<file path="src/rtl/rtc_pkg.sv">
package rtc_pkg;
  localparam int unsigned BYTE_W = 8;

  // Register addresses; the host decodes these, so they are fixed
  localparam int unsigned ADR_SEC  = 0;
  localparam int unsigned ADR_MIN  = 1;
  localparam int unsigned ADR_HOUR = 2;
  localparam int unsigned ADR_WDAY = 3;
  localparam int unsigned ADR_DAY  = 4;
  localparam int unsigned ADR_MON  = 5;
  localparam int unsigned ADR_YEAR = 6;
  localparam int unsigned ADR_CTL1 = 14;
  localparam int unsigned ADR_CTL2 = 15;

  localparam logic [7:0] MODE24_BIT  = 8'h20;
  localparam logic [7:0] FLAG_MASK   = 8'h50;
  localparam logic [7:0] OSC_STOP    = 8'h10;
  localparam logic [7:0] VOLT_LOW    = 8'h40;

  // Add one to a two-digit packed BCD value
  function automatic logic [7:0] bcd_inc(input logic [7:0] v);
    if (v[3:0] >= 4'd9) return {v[7:4] + 4'd1, 4'd0};
    return {v[7:4], v[3:0] + 4'd1};
  endfunction

  // Leap test on a BCD year: binary value divisible by 4
  function automatic logic bcd_leap(input logic [7:0] y);
    if (!y[4]) return (y[3:0] == 4'd0) || (y[3:0] == 4'd4) || (y[3:0] == 4'd8);
    return (y[3:0] == 4'd2) || (y[3:0] == 4'd6);
  endfunction

  // Last day (BCD) of a month; bit 7 of the month byte is ignored
  function automatic logic [7:0] month_last(input logic [7:0] m, input logic [7:0] y);
    case (m[4:0])
      5'h02: return bcd_leap(y) ? 8'h29 : 8'h28;
      5'h04, 5'h06, 5'h09, 5'h11: return 8'h30;
      default: return 8'h31;
    endcase
  endfunction

  // Next 12-hour value: bit 5 is PM, bits 4:0 run 12,1..11
  function automatic logic [7:0] hour12_next(input logic [7:0] h);
    case (h[4:0])
      5'h11: return {2'b00, ~h[5], 5'h12};
      5'h12: return {2'b00, h[5], 5'h01};
      default: return (bcd_inc(h & 8'h1F)) | (h & 8'h20);
    endcase
  endfunction
endpackage

</file>
<file path="src/rtl/rtc_tick_hold.sv">
module rtc_tick_hold (
  input  logic clk,
  input  logic rst_n,
  input  logic tick,
  input  logic busy,
  output logic adv,
  output logic pend
);
  logic pend_q;

  assign adv  = !busy && (tick || pend_q);
  assign pend = pend_q;

  always_ff @(posedge clk) begin
    if (!rst_n)    pend_q <= 1'b0;
    else if (busy) pend_q <= pend_q | tick;
    else           pend_q <= pend_q & tick;
  end
endmodule

</file>
<file path="src/rtl/rtc_time_chain.sv">
module rtc_time_chain
  import rtc_pkg::*;
#(
  parameter int unsigned ADDR_W = 4
) (
  input  logic              clk,
  input  logic              rst_n,
  input  logic              adv,
  input  logic              mode24,
  input  logic              wr_en,
  input  logic [ADDR_W-1:0] wr_addr,
  input  logic [BYTE_W-1:0] wr_data,
  output logic [BYTE_W-1:0] sec_q,
  output logic [BYTE_W-1:0] min_q,
  output logic [BYTE_W-1:0] hour_q,
  output logic [BYTE_W-1:0] wday_q,
  output logic [BYTE_W-1:0] day_q,
  output logic [BYTE_W-1:0] mon_q,
  output logic [BYTE_W-1:0] year_q,
  output logic              sec_wrap,
  output logic              min_wrap,
  output logic              hour_wrap,
  output logic              day_wrap,
  output logic              mon_wrap,
  output logic              year_wrap
);
  logic [BYTE_W-1:0] hour_top, hour_nx, mon_nx;

  assign hour_top  = mode24 ? 8'h23 : 8'h31;
  assign sec_wrap  = adv && (sec_q == 8'h59);
  assign min_wrap  = sec_wrap && (min_q == 8'h59);
  assign hour_wrap = min_wrap && (hour_q == hour_top);
  assign day_wrap  = hour_wrap && (day_q == month_last(mon_q, year_q));
  assign mon_wrap  = day_wrap && (mon_q[4:0] == 5'h12);
  assign year_wrap = mon_wrap && (year_q == 8'h99);

  always_comb begin
    if (mode24) hour_nx = hour_wrap ? 8'h00 : bcd_inc(hour_q);
    else        hour_nx = hour12_next(hour_q);
    if (mon_wrap) mon_nx = {mon_q[7] ^ year_wrap, 7'h01};
    else          mon_nx = bcd_inc(mon_q & 8'h1F) | (mon_q & 8'h80);
  end

  always_ff @(posedge clk) begin
    if (!rst_n) begin
      sec_q  <= 8'h00;
      min_q  <= 8'h00;
      hour_q <= 8'h12;
      wday_q <= 8'h00;
      day_q  <= 8'h01;
      mon_q  <= 8'h01;
      year_q <= 8'h00;
    end else if (wr_en) begin
      case (wr_addr)
        ADDR_W'(ADR_SEC):  sec_q  <= wr_data & 8'h7F;
        ADDR_W'(ADR_MIN):  min_q  <= wr_data & 8'h7F;
        ADDR_W'(ADR_HOUR): hour_q <= wr_data & 8'h3F;
        ADDR_W'(ADR_WDAY): wday_q <= wr_data & 8'h07;
        ADDR_W'(ADR_DAY):  day_q  <= wr_data & 8'h3F;
        ADDR_W'(ADR_MON):  mon_q  <= wr_data & 8'h9F;
        ADDR_W'(ADR_YEAR): year_q <= wr_data;
        default: ;
      endcase
    end else if (adv) begin
      sec_q <= sec_wrap ? 8'h00 : bcd_inc(sec_q);
      if (sec_wrap)  min_q  <= min_wrap ? 8'h00 : bcd_inc(min_q);
      if (min_wrap)  hour_q <= hour_nx;
      if (hour_wrap) begin
        wday_q <= (wday_q >= 8'h06) ? 8'h00 : wday_q + 8'h01;
        day_q  <= day_wrap ? 8'h01 : bcd_inc(day_q);
      end
      if (day_wrap)  mon_q  <= mon_nx;
      if (mon_wrap)  year_q <= year_wrap ? 8'h00 : bcd_inc(year_q);
    end
  end
endmodule

</file>
<file path="src/rtl/rtc_ctrl_regs.sv">
module rtc_ctrl_regs
  import rtc_pkg::*;
#(
  parameter int unsigned ADDR_W = 4
) (
  input  logic              clk,
  input  logic              rst_n,
  input  logic              wr_en,
  input  logic [ADDR_W-1:0] wr_addr,
  input  logic [BYTE_W-1:0] wr_data,
  input  logic              vlow,
  output logic [BYTE_W-1:0] ctl1_q,
  output logic [BYTE_W-1:0] ctl2_q
);
  logic [BYTE_W-1:0] ctl2_wr, ctl2_nx;

  // Plain bits take the written value; flag bits may only be cleared
  assign ctl2_wr = (wr_data & ~FLAG_MASK) | (ctl2_q & wr_data & FLAG_MASK);
  assign ctl2_nx = ((wr_en && wr_addr == ADDR_W'(ADR_CTL2)) ? ctl2_wr : ctl2_q)
                   | (vlow ? VOLT_LOW : 8'h00);

  always_ff @(posedge clk) begin
    if (!rst_n) begin
      ctl1_q <= 8'h00;
      ctl2_q <= OSC_STOP;
    end else begin
      if (wr_en && wr_addr == ADDR_W'(ADR_CTL1)) ctl1_q <= wr_data;
      ctl2_q <= ctl2_nx;
    end
  end
endmodule

</file>
<file path="src/rtl/bcd_rtc_bank.sv">
module bcd_rtc_bank
  import rtc_pkg::*;
#(
  parameter int unsigned ADDR_W = 4
) (
  input  logic              clk,
  input  logic              rst_n,
  input  logic              sec_tick,
  input  logic              vlow_in,
  input  logic              host_sel,
  input  logic              host_we,
  input  logic              host_re,
  input  logic [ADDR_W-1:0] host_addr,
  input  logic [BYTE_W-1:0] host_wdata,
  output logic [BYTE_W-1:0] host_rdata
);
  logic wr_en, rd_en, adv, pend, mode24;
  logic sec_wrap, min_wrap, hour_wrap, day_wrap, mon_wrap, year_wrap;
  logic [BYTE_W-1:0] sec_q, min_q, hour_q, wday_q, day_q, mon_q, year_q;
  logic [BYTE_W-1:0] ctl1_q, ctl2_q, rd_mux;

  assign wr_en  = host_sel && host_we;
  assign rd_en  = host_sel && host_re;
  assign mode24 = |(ctl1_q & MODE24_BIT);

  rtc_tick_hold u_hold (
    .clk(clk), .rst_n(rst_n), .tick(sec_tick), .busy(host_sel),
    .adv(adv), .pend(pend)
  );

  rtc_time_chain #(.ADDR_W(ADDR_W)) u_chain (
    .clk(clk), .rst_n(rst_n), .adv(adv), .mode24(mode24),
    .wr_en(wr_en), .wr_addr(host_addr), .wr_data(host_wdata),
    .sec_q(sec_q), .min_q(min_q), .hour_q(hour_q), .wday_q(wday_q),
    .day_q(day_q), .mon_q(mon_q), .year_q(year_q),
    .sec_wrap(sec_wrap), .min_wrap(min_wrap), .hour_wrap(hour_wrap),
    .day_wrap(day_wrap), .mon_wrap(mon_wrap), .year_wrap(year_wrap)
  );

  rtc_ctrl_regs #(.ADDR_W(ADDR_W)) u_ctrl (
    .clk(clk), .rst_n(rst_n), .wr_en(wr_en), .wr_addr(host_addr),
    .wr_data(host_wdata), .vlow(vlow_in), .ctl1_q(ctl1_q), .ctl2_q(ctl2_q)
  );

  always_comb begin
    case (host_addr)
      ADDR_W'(ADR_SEC):  rd_mux = sec_q;
      ADDR_W'(ADR_MIN):  rd_mux = min_q;
      ADDR_W'(ADR_HOUR): rd_mux = hour_q;
      ADDR_W'(ADR_WDAY): rd_mux = wday_q;
      ADDR_W'(ADR_DAY):  rd_mux = day_q;
      ADDR_W'(ADR_MON):  rd_mux = mon_q;
      ADDR_W'(ADR_YEAR): rd_mux = year_q;
      ADDR_W'(ADR_CTL1): rd_mux = ctl1_q;
      ADDR_W'(ADR_CTL2): rd_mux = ctl2_q;
      default:           rd_mux = 8'h00;
    endcase
  end

  always_ff @(posedge clk) begin
    if (!rst_n)     host_rdata <= 8'h00;
    else if (rd_en) host_rdata <= rd_mux;
  end
endmodule

</file>
<file path="config.mk">
export PLATFORM = sky130hd
export DESIGN_NAME = bcd_rtc_bank
export DESIGN_NICKNAME = d
export VERILOG_FILES = /design/src/rtl/rtc_pkg.sv /design/src/rtl/rtc_tick_hold.sv /design/src/rtl/rtc_time_chain.sv /design/src/rtl/rtc_ctrl_regs.sv /design/src/rtl/bcd_rtc_bank.sv
export SDC_FILE = /design/constraint.sdc
export NUM_CORES = 1
export LEC_CHECK = 0
export CORE_ASPECT_RATIO = 1.2
export CORE_MARGIN = 5
export CORE_UTILIZATION = 25
export CTS_CLUSTER_SIZE = 24
export DETAILED_ROUTE_END_ITERATION = 6
export PLACE_DENSITY = 0.37
export SLEW_MARGIN = 40
export SYNTH_ARGS = -nofsm -noshare
export SYNTH_HDL_FRONTEND = slang
export SYNTH_SLANG_ARGS = --single-unit
</file>
<file path="constraint.sdc">
create_clock -name clk -period 3.85 [get_ports clk]
set_input_delay 0.385 -clock clk [delete_from_list [all_inputs] [get_ports clk]]
set_output_delay 0.385 -clock clk [all_outputs]
set_load 0.05 [all_outputs]
</file>
==> impl_results.html, run 1 <==
<table>
<tr><th>Metric</th><th>Value</th></tr>
<tr><th colspan="2">Final layout</th></tr>
<tr><td>Final Instance Area</td><td>6312 um2</td></tr>
<tr><td>Diodes inserted</td><td>0</td></tr>
<tr><td>Most common cell after layout, fill and taps aside</td><td>dfxtp_1</td></tr>
<tr><td>Commonest cells after routing, fill and taps aside</td><td>dfxtp_1 (80), nand2_1 (71), nor2_1 (63)</td></tr>
<tr><td>Synth-to-layout area growth</td><td>15.63%</td></tr>
<tr><td>Nets@finish</td><td>759</td></tr>
<tr><td>Number of fill cells</td><td>2346</td></tr>
<tr><td>Post-route insts no fill</td><td>approximately 990</td></tr>
<tr><td>Share of post-route cells with drive strength above 1</td><td>0.07444</td></tr>
<tr><th colspan="2">Setup path</th></tr>
<tr><td>Launching element type of the critical path</td><td>flip-flop</td></tr>
<tr><td>CP top delay family</td><td>compound AO/OA/AOI/OAI gates</td></tr>
<tr><td>Total buffers and inverters traversed by the critical path</td><td>1</td></tr>
<tr><td>Maximum single-stage delay on the critical path</td><td>470 ps</td></tr>
<tr><td>Critical-path cell list</td><td>inv_1 -&gt; ha_1 -&gt; nor4b_2 -&gt; o221ai_1 -&gt; o221ai_2 -&gt; and4b_1 -&gt; or2_2 -&gt; a311oi_1</td></tr>
<tr><td>Data required time at the worst endpoint</td><td>4100 ps</td></tr>
<tr><td>Critical-path top delay cell</td><td>o221ai_2</td></tr>
<tr><td>Startpoint of the most critical setup path</td><td>u_chain.mon_q[0]</td></tr>
<tr><td>Arr. time, crit path</td><td>between 3000 and 4000 ps</td></tr>
<tr><td>Kind of critical path</td><td>reg -&gt; reg</td></tr>
<tr><td>Endpoint kind of the worst setup timing path</td><td>flip-flop</td></tr>
<tr><td>Max Fanout on Critical Path</td><td>8</td></tr>
<tr><td>Beginning of the worst register-to-register path</td><td>u_chain.mon_q[0]</td></tr>
<tr><th colspan="2">STA</th></tr>
<tr><td>Achievable clock frequency</td><td>341.2 MHz</td></tr>
<tr><td>Max-slew headroom</td><td>0.5206</td></tr>
<tr><td>Final worst-path cycle share</td><td>0.7613</td></tr>
<tr><td>Total Neg Setup Slack</td><td>0 ps</td></tr>
<tr><td>Total of endpoints with negative setup slack in the final report</td><td>0</td></tr>
<tr><td>RSZ-0062 raised after global routing</td><td>no</td></tr>
<tr><td>Transition time at the pin with the least slew margin</td><td>716.0 ps</td></tr>
<tr><td>Post-route clock skew</td><td>11.36 ps</td></tr>
<tr><td>Final Max Slew Viols</td><td>0</td></tr>
<tr><td>Number of hold-slack violations in the final timing report</td><td>0</td></tr>
<tr><td>Period minus WS final</td><td>2931 ps</td></tr>
<tr><th colspan="2">Pwr</th></tr>
<tr><td>Switching Share</td><td>0.2794</td></tr>
<tr><td>Sequential group share of total power</td><td>0.438</td></tr>
<tr><td>Peak supply drop</td><td>roughly 0.00022 V</td></tr>
<tr><td>NetSw</td><td>0.5487 mW</td></tr>
<tr><td>Pwr dens</td><td>311.1 nW/um2</td></tr>
<tr><td>Clock power share</td><td>0.454</td></tr>
<tr><td>Power Internal</td><td>1.415 mW</td></tr>
<tr><td>Combinational power share</td><td>0.108</td></tr>
<tr><td>Leak</td><td>2.258 nW</td></tr>
<tr><th colspan="2">CTS</th></tr>
<tr><td>CTS Buffer Depth</td><td>2</td></tr>
<tr><td>Post-CTS Resized</td><td>0</td></tr>
<tr><td>Clock insertion delay at the later pin of the skew report</td><td>350 ps</td></tr>
<tr><td>Clock transition at the registers of the reported paths</td><td>70 ps</td></tr>
<tr><td>Number of H-tree branching levels</td><td>3</td></tr>
<tr><td>TritonCTS clock tree</td><td>done</td></tr>
<tr><td>Setup Fix Bufs, Post-CTS</td><td>0</td></tr>
<tr><td>Clock tree root buffer cell</td><td>clkbuf_16</td></tr>
<tr><td>Number of sinks on the clock net</td><td>80</td></tr>
<tr><td>CTS buffer count</td><td>9</td></tr>
<tr><td>Hold_buf cts</td><td>0</td></tr>
<tr><th colspan="2">Logic synthesis</th></tr>
<tr><td>Distinct cell type count of the synthesized netlist</td><td>70</td></tr>
<tr><td>Yosys warns</td><td>0</td></tr>
<tr><td>Synth Net Count</td><td>745</td></tr>
<tr><td>Number of storage elements in the synthesis netlist</td><td>80</td></tr>
<tr><td>Number of enable-type register cells in the synthesized netlist</td><td>0</td></tr>
<tr><td>Post-synthesis instance total</td><td>694</td></tr>
<tr><td>Sequential-to-total area share from yosys stat</td><td>0.2934</td></tr>
<tr><td>Average size of a mapped cell</td><td>7.866 um2</td></tr>
<tr><td>Predominant post-synthesis flop cell</td><td>dfxtp_1</td></tr>
<tr><td>Ys async rst share</td><td>0</td></tr>
<tr><td>Post-synthesis cell area</td><td>5459 um2</td></tr>
<tr><th colspan="2">Drt</th></tr>
<tr><td>Detailed Route WL</td><td>between 20000 and 25000 um</td></tr>
<tr><td>Vias</td><td>between 5000 and 6000</td></tr>
<tr><td>DRC violation total after the first TritonRoute iteration</td><td>526</td></tr>
<tr><td>DRC violations left</td><td>0</td></tr>
<tr><td>Via density</td><td>5.594</td></tr>
<tr><td>First-pass iteration count of the detailed router</td><td>5</td></tr>
<tr><td>Wire length per cell</td><td>21.99 um</td></tr>
<tr><td>Post-route antenna net violation count</td><td>0</td></tr>
<tr><th colspan="2">Placed design</th></tr>
<tr><td>Final HPWL DP</td><td>16290 um</td></tr>
<tr><td>IO Port Bufs</td><td>26</td></tr>
<tr><td>Cells after DPL</td><td>971</td></tr>
<tr><td>Last weighted congestion value of the routability-driven placer</td><td>0.8343</td></tr>
<tr><td>Post-placement cell area</td><td>about 6000 um2</td></tr>
<tr><th colspan="2">Floorplanning</th></tr>
<tr><td>FP Rows</td><td>59</td></tr>
<tr><td>Initial Utilization</td><td>0.2524</td></tr>
<tr><td>Die width</td><td>144.9 um</td></tr>
<tr><td>Floorplan core area</td><td>roughly 22000 um2</td></tr>
<tr><td>Die Y</td><td>171.9 um</td></tr>
<tr><td>Die area</td><td>between 20000 and 25000 um2</td></tr>
<tr><td>Boundary Pins</td><td>27</td></tr>
<tr><th colspan="2">Outcome</th></tr>
<tr><td>Status</td><td>finished, final reports clean</td></tr>
<tr><th colspan="2">Global route</th></tr>
<tr><td>GR Util All Layers</td><td>0.1763</td></tr>
<tr><td>Via count of the first global-routing pass</td><td>5316</td></tr>
<tr><td>Pin count of the biggest net entering global routing</td><td>between 50 and 60</td></tr>
<tr><td>First-pass GRT wire length</td><td>32970 um</td></tr>
<tr><td>Global route overflow</td><td>0</td></tr>
<tr><td>Initial antenna violation count</td><td>0</td></tr>
<tr><th colspan="2">Hold path</th></tr>
<tr><td>Worst Hold Class</td><td>reg -&gt; reg</td></tr>
<tr><td>HP Start</td><td>host_rdata[6]</td></tr>
<tr><th colspan="2">Flow run</th></tr>
<tr><td>Max Cap Viol</td><td>0</td></tr>
</table>
-- flip-flops by register name, summed over array words and instances (netlist names) --
name	count
u_chain.year_q	8
u_ctrl.ctl1_q	8
u_hold.pend	1
u_chain.wday_q	8
u_chain.day_q	8
u_chain.sec_q	8
u_chain.min_q	8
u_chain.hour_q	8
u_chain.mon_q	7
host_rdata	8
u_ctrl.ctl2_q	8
-- layout make-up --
type / count / area (um2) / share of cell area
multi-input combinational: 551 / 3603 / 0.5709
sequential: 80 / 1602 / 0.2537
timing repair buffer: 41 / 372.9 / 0.05907
tap: 274 / 342.8 / 0.05431
clock buffer: 9 / 225.2 / 0.03568
inverter: 25 / 96.34 / 0.01526
clock inverter: 6 / 70.07 / 0.01110
-- worst min-delay path, cell delays in order (launching register included) --
cell,delay [ps]
dfxtp_1,310
nand2_1,50
a21oi_1,50
-- cells in the mapped netlist (7+ instances only) --
library cell	count	area share
nor2_1	63	0.043
o31ai_1	9	0.012
nor3b_1	7	0.0096
nand3b_1	9	0.012
nand2b_1	8	0.0092
dfxtp_1	80	0.29
a22oi_1	11	0.015
inv_1	25	0.017
a22o_1	8	0.013
o22ai_1	8	0.0092
nand4_1	11	0.013
o21a_1	7	0.0096
nand3_1	32	0.029
clkbuf_1	25	0.017
nor2b_1	14	0.016
o21ai_0	56	0.051
nor3_1	14	0.013
mux2i_1	19	0.035
a31oi_1	12	0.014
and3_1	16	0.018
a21oi_1	36	0.033
ha_1	32	0.073
a211oi_1	8	0.011
nand2_1	71	0.049
-- final timing paths --
check,to,slack [ps],depth (start not counted)
max,u_chain.year_q[5],920,8
min,host_rdata[6],460,2
max reg2reg,u_chain.year_q[5],920,8
min reg2reg,host_rdata[6],460,2
-- layer usage --
layer / wire length, um / up-vias / part of all wire / global-route usage
met2: 10300 / 167 / 0.48 / 0.2891
met4: 710 / 0 / 0.033 / 0.07505
li1: - / 2612 / - / -
met5: 0 / - / 0 / 0
met3: 1236 / 32 / 0.057 / 0.03043
met1: 9430 / 2705 / 0.44 / 0.2272
-- through the flow --
stage	hold slack [ps]	utilization	setup slack [ps]	power, mW
floorplan	435.0	-	1563	0.9945
global placement	448.0	0.2778	760.7	1.090
detailed placement	452.4	0.2782	736.6	1.091
CTS	461.0	0.2918	882.4	1.986
global route	486.9	0.2918	679.1	2.038
finish	457.5	0.2918	919.1	1.964
-- cells by family (layout without fill, tap and decap cells) --
family,after synthesis,in the layout,synth area share
AO/OA/AOI/OAI,207,207,0.2530
XOR/XNOR,2,2,0.003209
adder cells (fa/ha/maj),32,32,0.07334
buffers and inverters,63,81,0.04744
flip-flops,80,80,0.2934
multiplexers,24,24,0.05134
AND/OR/NAND/NOR,286,286,0.2782
-- power by group through the flow --
stage / registers, mW / clock network [mW] / logic, mW
2_1_floorplan: 0.870 / 0 / 0.124
3_3_place_gp: 0.880 / 0 / 0.211
3_5_place_dp: 0.879 / 0 / 0.212
4_1_cts: 0.860 / 0.912 / 0.213
5_1_grt: 0.862 / 0.943 / 0.233
6_report: 0.860 / 0.892 / 0.212
Power figures use the tool's default switching activity.
==> run 2, diff against run 1 <==
--- a/config.mk
+++ b/config.mk
@@ -10,7 +10,7 @@
 export CORE_UTILIZATION = 25
 export CTS_CLUSTER_SIZE = 24
 export DETAILED_ROUTE_END_ITERATION = 6
-export PLACE_DENSITY = 0.37
+export PLACE_DENSITY = 0.38
 export SLEW_MARGIN = 40
 export SYNTH_ARGS = -nofsm -noshare
 export SYNTH_HDL_FRONTEND = slang
==> constraint.sdc (replaced) <==
create_clock -name clk -period 2.5 [get_ports clk]
set_input_delay 0.25 -clock clk [delete_from_list [all_inputs] [get_ports clk]]
set_output_delay 0.25 -clock clk [all_outputs]
set_load 0.05 [all_outputs]
==> impl_results.html, run 2 (synthesized netlist as in run 1, its figures left out) <==
<table>
<tr><th>Metric</th><th>Value</th></tr>
<tr><th colspan="2">Setup path</th></tr>
<tr><td>End of the worst register-to-register path</td><td>u_chain.mon_q[1]</td></tr>
<tr><td>Endpoint kind of the worst setup timing path</td><td>flip-flop</td></tr>
<tr><td>Beginning of the worst register-to-register path</td><td>u_chain.sec_q[1]</td></tr>
<tr><td>Max Fanout on Critical Path</td><td>6 (-2)</td></tr>
<tr><td>Launching element type of the critical path</td><td>flip-flop</td></tr>
<tr><td>Data required time at the worst endpoint</td><td>2760 ps (-1340 ps)</td></tr>
<tr><td>Worst-case register-to-register setup slack</td><td>110 ps (-800 ps)</td></tr>
<tr><td>FF-to-FF path depth</td><td>10 (+2)</td></tr>
<tr><td>Kind of critical path</td><td>reg -&gt; reg</td></tr>
<tr><td>Arr. time, crit path</td><td>2650 ps (-530 ps)</td></tr>
<tr><th colspan="2">CTS</th></tr>
<tr><td>Clock tree root buffer cell</td><td>clkbuf_16</td></tr>
<tr><td>Clock transition at the registers of the reported paths</td><td>70 ps (about the same)</td></tr>
<tr><td>Hold_buf cts</td><td>0 (unchanged)</td></tr>
<tr><td>Number of H-tree branching levels</td><td>3 (unchanged)</td></tr>
<tr><td>Number of sinks on the clock net</td><td>80 (unchanged)</td></tr>
<tr><td>Clock insertion delay at the later pin of the skew report</td><td>360 ps (about the same)</td></tr>
<tr><td>TritonCTS clock tree</td><td>done</td></tr>
<tr><td>CTS Buffer Depth</td><td>2 (unchanged)</td></tr>
<tr><td>CTS buffer count</td><td>9 (unchanged)</td></tr>
<tr><th colspan="2">Placed design</th></tr>
<tr><td>Last weighted congestion value of the routability-driven placer</td><td>0.8840 (+6.0%)</td></tr>
<tr><td>Post-placement cell area</td><td>6603 um2 (+9.7%)</td></tr>
<tr><td>IO Port Bufs</td><td>26 (unchanged)</td></tr>
<tr><td>Final HPWL DP</td><td>17510 um (+7.5%)</td></tr>
<tr><th colspan="2">STA</th></tr>
<tr><td>Transition time at the pin with the least slew margin</td><td>575.7 ps (-140.2 ps)</td></tr>
<tr><td>Post-route clock skew</td><td>9.109 ps (-2.249 ps)</td></tr>
<tr><td>Achievable clock frequency</td><td>419.2 MHz (+23%)</td></tr>
<tr><td>Total of endpoints with negative setup slack in the final report</td><td>0 (unchanged)</td></tr>
<tr><td>Hold Worst Slack</td><td>441.7 ps (-15.80 ps)</td></tr>
<tr><td>Period minus WS final</td><td>2385 ps (-545.6 ps)</td></tr>
<tr><td>Final Max Slew Viols</td><td>0 (unchanged)</td></tr>
<tr><td>Final worst-path cycle share</td><td>0.9541 (+0.1929)</td></tr>
<tr><td>Number of hold-slack violations in the final timing report</td><td>0 (unchanged)</td></tr>
<tr><td>Max-slew headroom</td><td>0.6129 (+0.09231)</td></tr>
<tr><th colspan="2">Floorplanning</th></tr>
<tr><td>Initial Utilization</td><td>0.2524 (unchanged)</td></tr>
<tr><td>Die area</td><td>24900 um2 (unchanged)</td></tr>
<tr><td>Boundary Pins</td><td>27 (unchanged)</td></tr>
<tr><td>Die Y</td><td>171.9 um (unchanged)</td></tr>
<tr><td>Floorplan core area</td><td>21630 um2 (unchanged)</td></tr>
<tr><td>Die width</td><td>144.9 um (unchanged)</td></tr>
<tr><td>FP Rows</td><td>59 (unchanged)</td></tr>
<tr><th colspan="2">Pwr</th></tr>
<tr><td>Pwr dens</td><td>449.5 nW/um2 (+44%)</td></tr>
<tr><td>Peak supply drop</td><td>0.0002606 V (+20%)</td></tr>
<tr><td>Leak</td><td>2.686 nW (+19%)</td></tr>
<tr><th colspan="2">Final layout</th></tr>
<tr><td>Total area of multi-input combinational cells</td><td>3679 um2 (+2.1%)</td></tr>
<tr><td>Most common cell after layout, fill and taps aside</td><td>buf_4</td></tr>
<tr><td>Number of fill cells</td><td>2259 (-3.7%)</td></tr>
<tr><td>Final Instance Area</td><td>7033 um2 (+11%)</td></tr>
<tr><td>Commonest cells after routing, fill and taps aside</td><td>buf_4 (98), dfxtp_1 (78), nand2_1 (71)</td></tr>
<tr><td>Synth-to-layout area growth</td><td>28.83%</td></tr>
<tr><td>Nets@finish</td><td>842 (+11%)</td></tr>
<tr><td>Area of all sequential standard cells</td><td>1604 um2 (+0.16%)</td></tr>
<tr><td>Share of post-route cells with drive strength above 1</td><td>0.1897 (+0.1153)</td></tr>
<tr><td>Diodes inserted</td><td>0 (unchanged)</td></tr>
<tr><th colspan="2">Drt</th></tr>
<tr><td>DRC violations left</td><td>0 (unchanged)</td></tr>
<tr><td>Post-route antenna net violation count</td><td>0 (unchanged)</td></tr>
<tr><td>Via density</td><td>5.405 (-3.4%)</td></tr>
<tr><td>Vias</td><td>5783 (+4.8%)</td></tr>
<tr><td>First-pass iteration count of the detailed router</td><td>5 (unchanged)</td></tr>
<tr><td>DRC violation total after the first TritonRoute iteration</td><td>519 (-1.3%)</td></tr>
<tr><td>Detailed Route WL</td><td>22720 um (+4.8%)</td></tr>
<tr><td>Wire length per cell</td><td>21.23 um (-3.4%)</td></tr>
<tr><th colspan="2">Hold path</th></tr>
<tr><td>Worst hold stages</td><td>3 (+1)</td></tr>
<tr><td>Worst Hold End</td><td>u_ctrl.ctl2_q[6]</td></tr>
<tr><td>HP Start</td><td>vlow_in</td></tr>
<tr><td>Worst Hold Class</td><td>in -&gt; reg</td></tr>
<tr><th colspan="2">Global route</th></tr>
<tr><td>Pin count of the biggest net entering global routing</td><td>34 (-40%)</td></tr>
<tr><td>Via count of the first global-routing pass</td><td>5614 (+5.6%)</td></tr>
<tr><td>GR Util All Layers</td><td>0.1847 (+0.008384)</td></tr>
<tr><td>First-pass GRT wire length</td><td>34690 um (+5.2%)</td></tr>
<tr><td>Global route overflow</td><td>0 (unchanged)</td></tr>
<tr><td>Initial antenna violation count</td><td>0 (unchanged)</td></tr>
<tr><th colspan="2">Flow run</th></tr>
<tr><td>Max Cap Viol</td><td>0 (unchanged)</td></tr>
<tr><th colspan="2">Outcome</th></tr>
<tr><td>Status</td><td>finished, final reports clean</td></tr>
</table>
run 2: cell types whose count changed in the layout (fill, tap and decap cells not counted), sizes merged:
cell	delta
inv	-1
clkinv	+3
clkbuf	+2
buf	+83
clkinvlp	-3
run 2: what timing repair did:
action                     in CTS  in global routing
setup buffers                   0                  4
gates resized for setup         1                 18
setup endpoints to repair       3                 25
pin swaps                       0                  9
cloned                          0                  0
run 2: worst max path at each step:
stage	start	endpoint	slack, ps	cells after the start
2_1_floorplan	u_chain.hour_q[2]	u_chain.mon_q[4]	210	8
3_3_place_gp	host_sel	u_chain.mon_q[4]	-70	7
3_5_place_dp	host_sel	u_chain.mon_q[4]	-90	9
4_1_cts	u_chain.year_q[1]	u_chain.year_q[4]	10	9
5_1_grt	u_chain.mon_q[0]	u_chain.year_q[5]	-10	10
6_report	u_chain.sec_q[1]	u_chain.mon_q[1]	110	10
run 2: power breakdown:
part | leakage [nW] | internal (mW) | total [mW] | switching [mW]
clock network | 0.156 | 0.836 | 1.45 | 0.617
logic | 1.88 | 0.151 | 0.396 | 0.245
registers | 0.647 | 1.29 | 1.31 | 0.0188
total | 2.69 | 2.28 | 3.16 | 0.882
run 2: area by class of cell:
| class | count | area share |
|---|---|---|
| clock buffers | 11 | 0.03594 |
| clock inverters | 5 | 0.009251 |
| inverters | 25 | 0.01334 |
| multi-input cells | 551 | 0.5230 |
| flip-flops and latches | 80 | 0.2281 |
| well taps | 274 | 0.04875 |
| repair buffers | 124 | 0.1416 |
run 2: worst max-delay path, stage by stage (launching register included):
cell	delay, ps
dfxtp_1	310
inv_1	70
ha_2	180
and4b_2	300
nand3_4	110
or3_4	380
buf_4	170
nor4b_4	270
buf_4	180
nor3_1	50
a311oi_1	250
run 2: per-layer routing:
layer / wire, um / vias to the layer above / track usage / share of wire
li1: - / 2775 / - / -
met2: 10770 / 152 / 0.3080 / 0.47
met1: 10330 / 2825 / 0.2436 / 0.45
met3: 908 / 31 / 0.01992 / 0.040
met4: 707 / 0 / 0.07221 / 0.031
met5: 0 / - / 0 / 0
run 2: stage by stage:
step	utilization	power, mW	setup TNS (ps)	setup slack, ps	std cells
floorplan	-	1.532	0	213.2	694
global placement	0.3053	1.730	-223.1	-71.38	1050
detailed placement	0.3053	1.729	-287.4	-86.58	1050
CTS	0.3202	3.180	0	9.817	1066
global route	0.3252	3.271	-18.81	-13.28	1070
finish	0.3252	3.161	0	114.7	1070
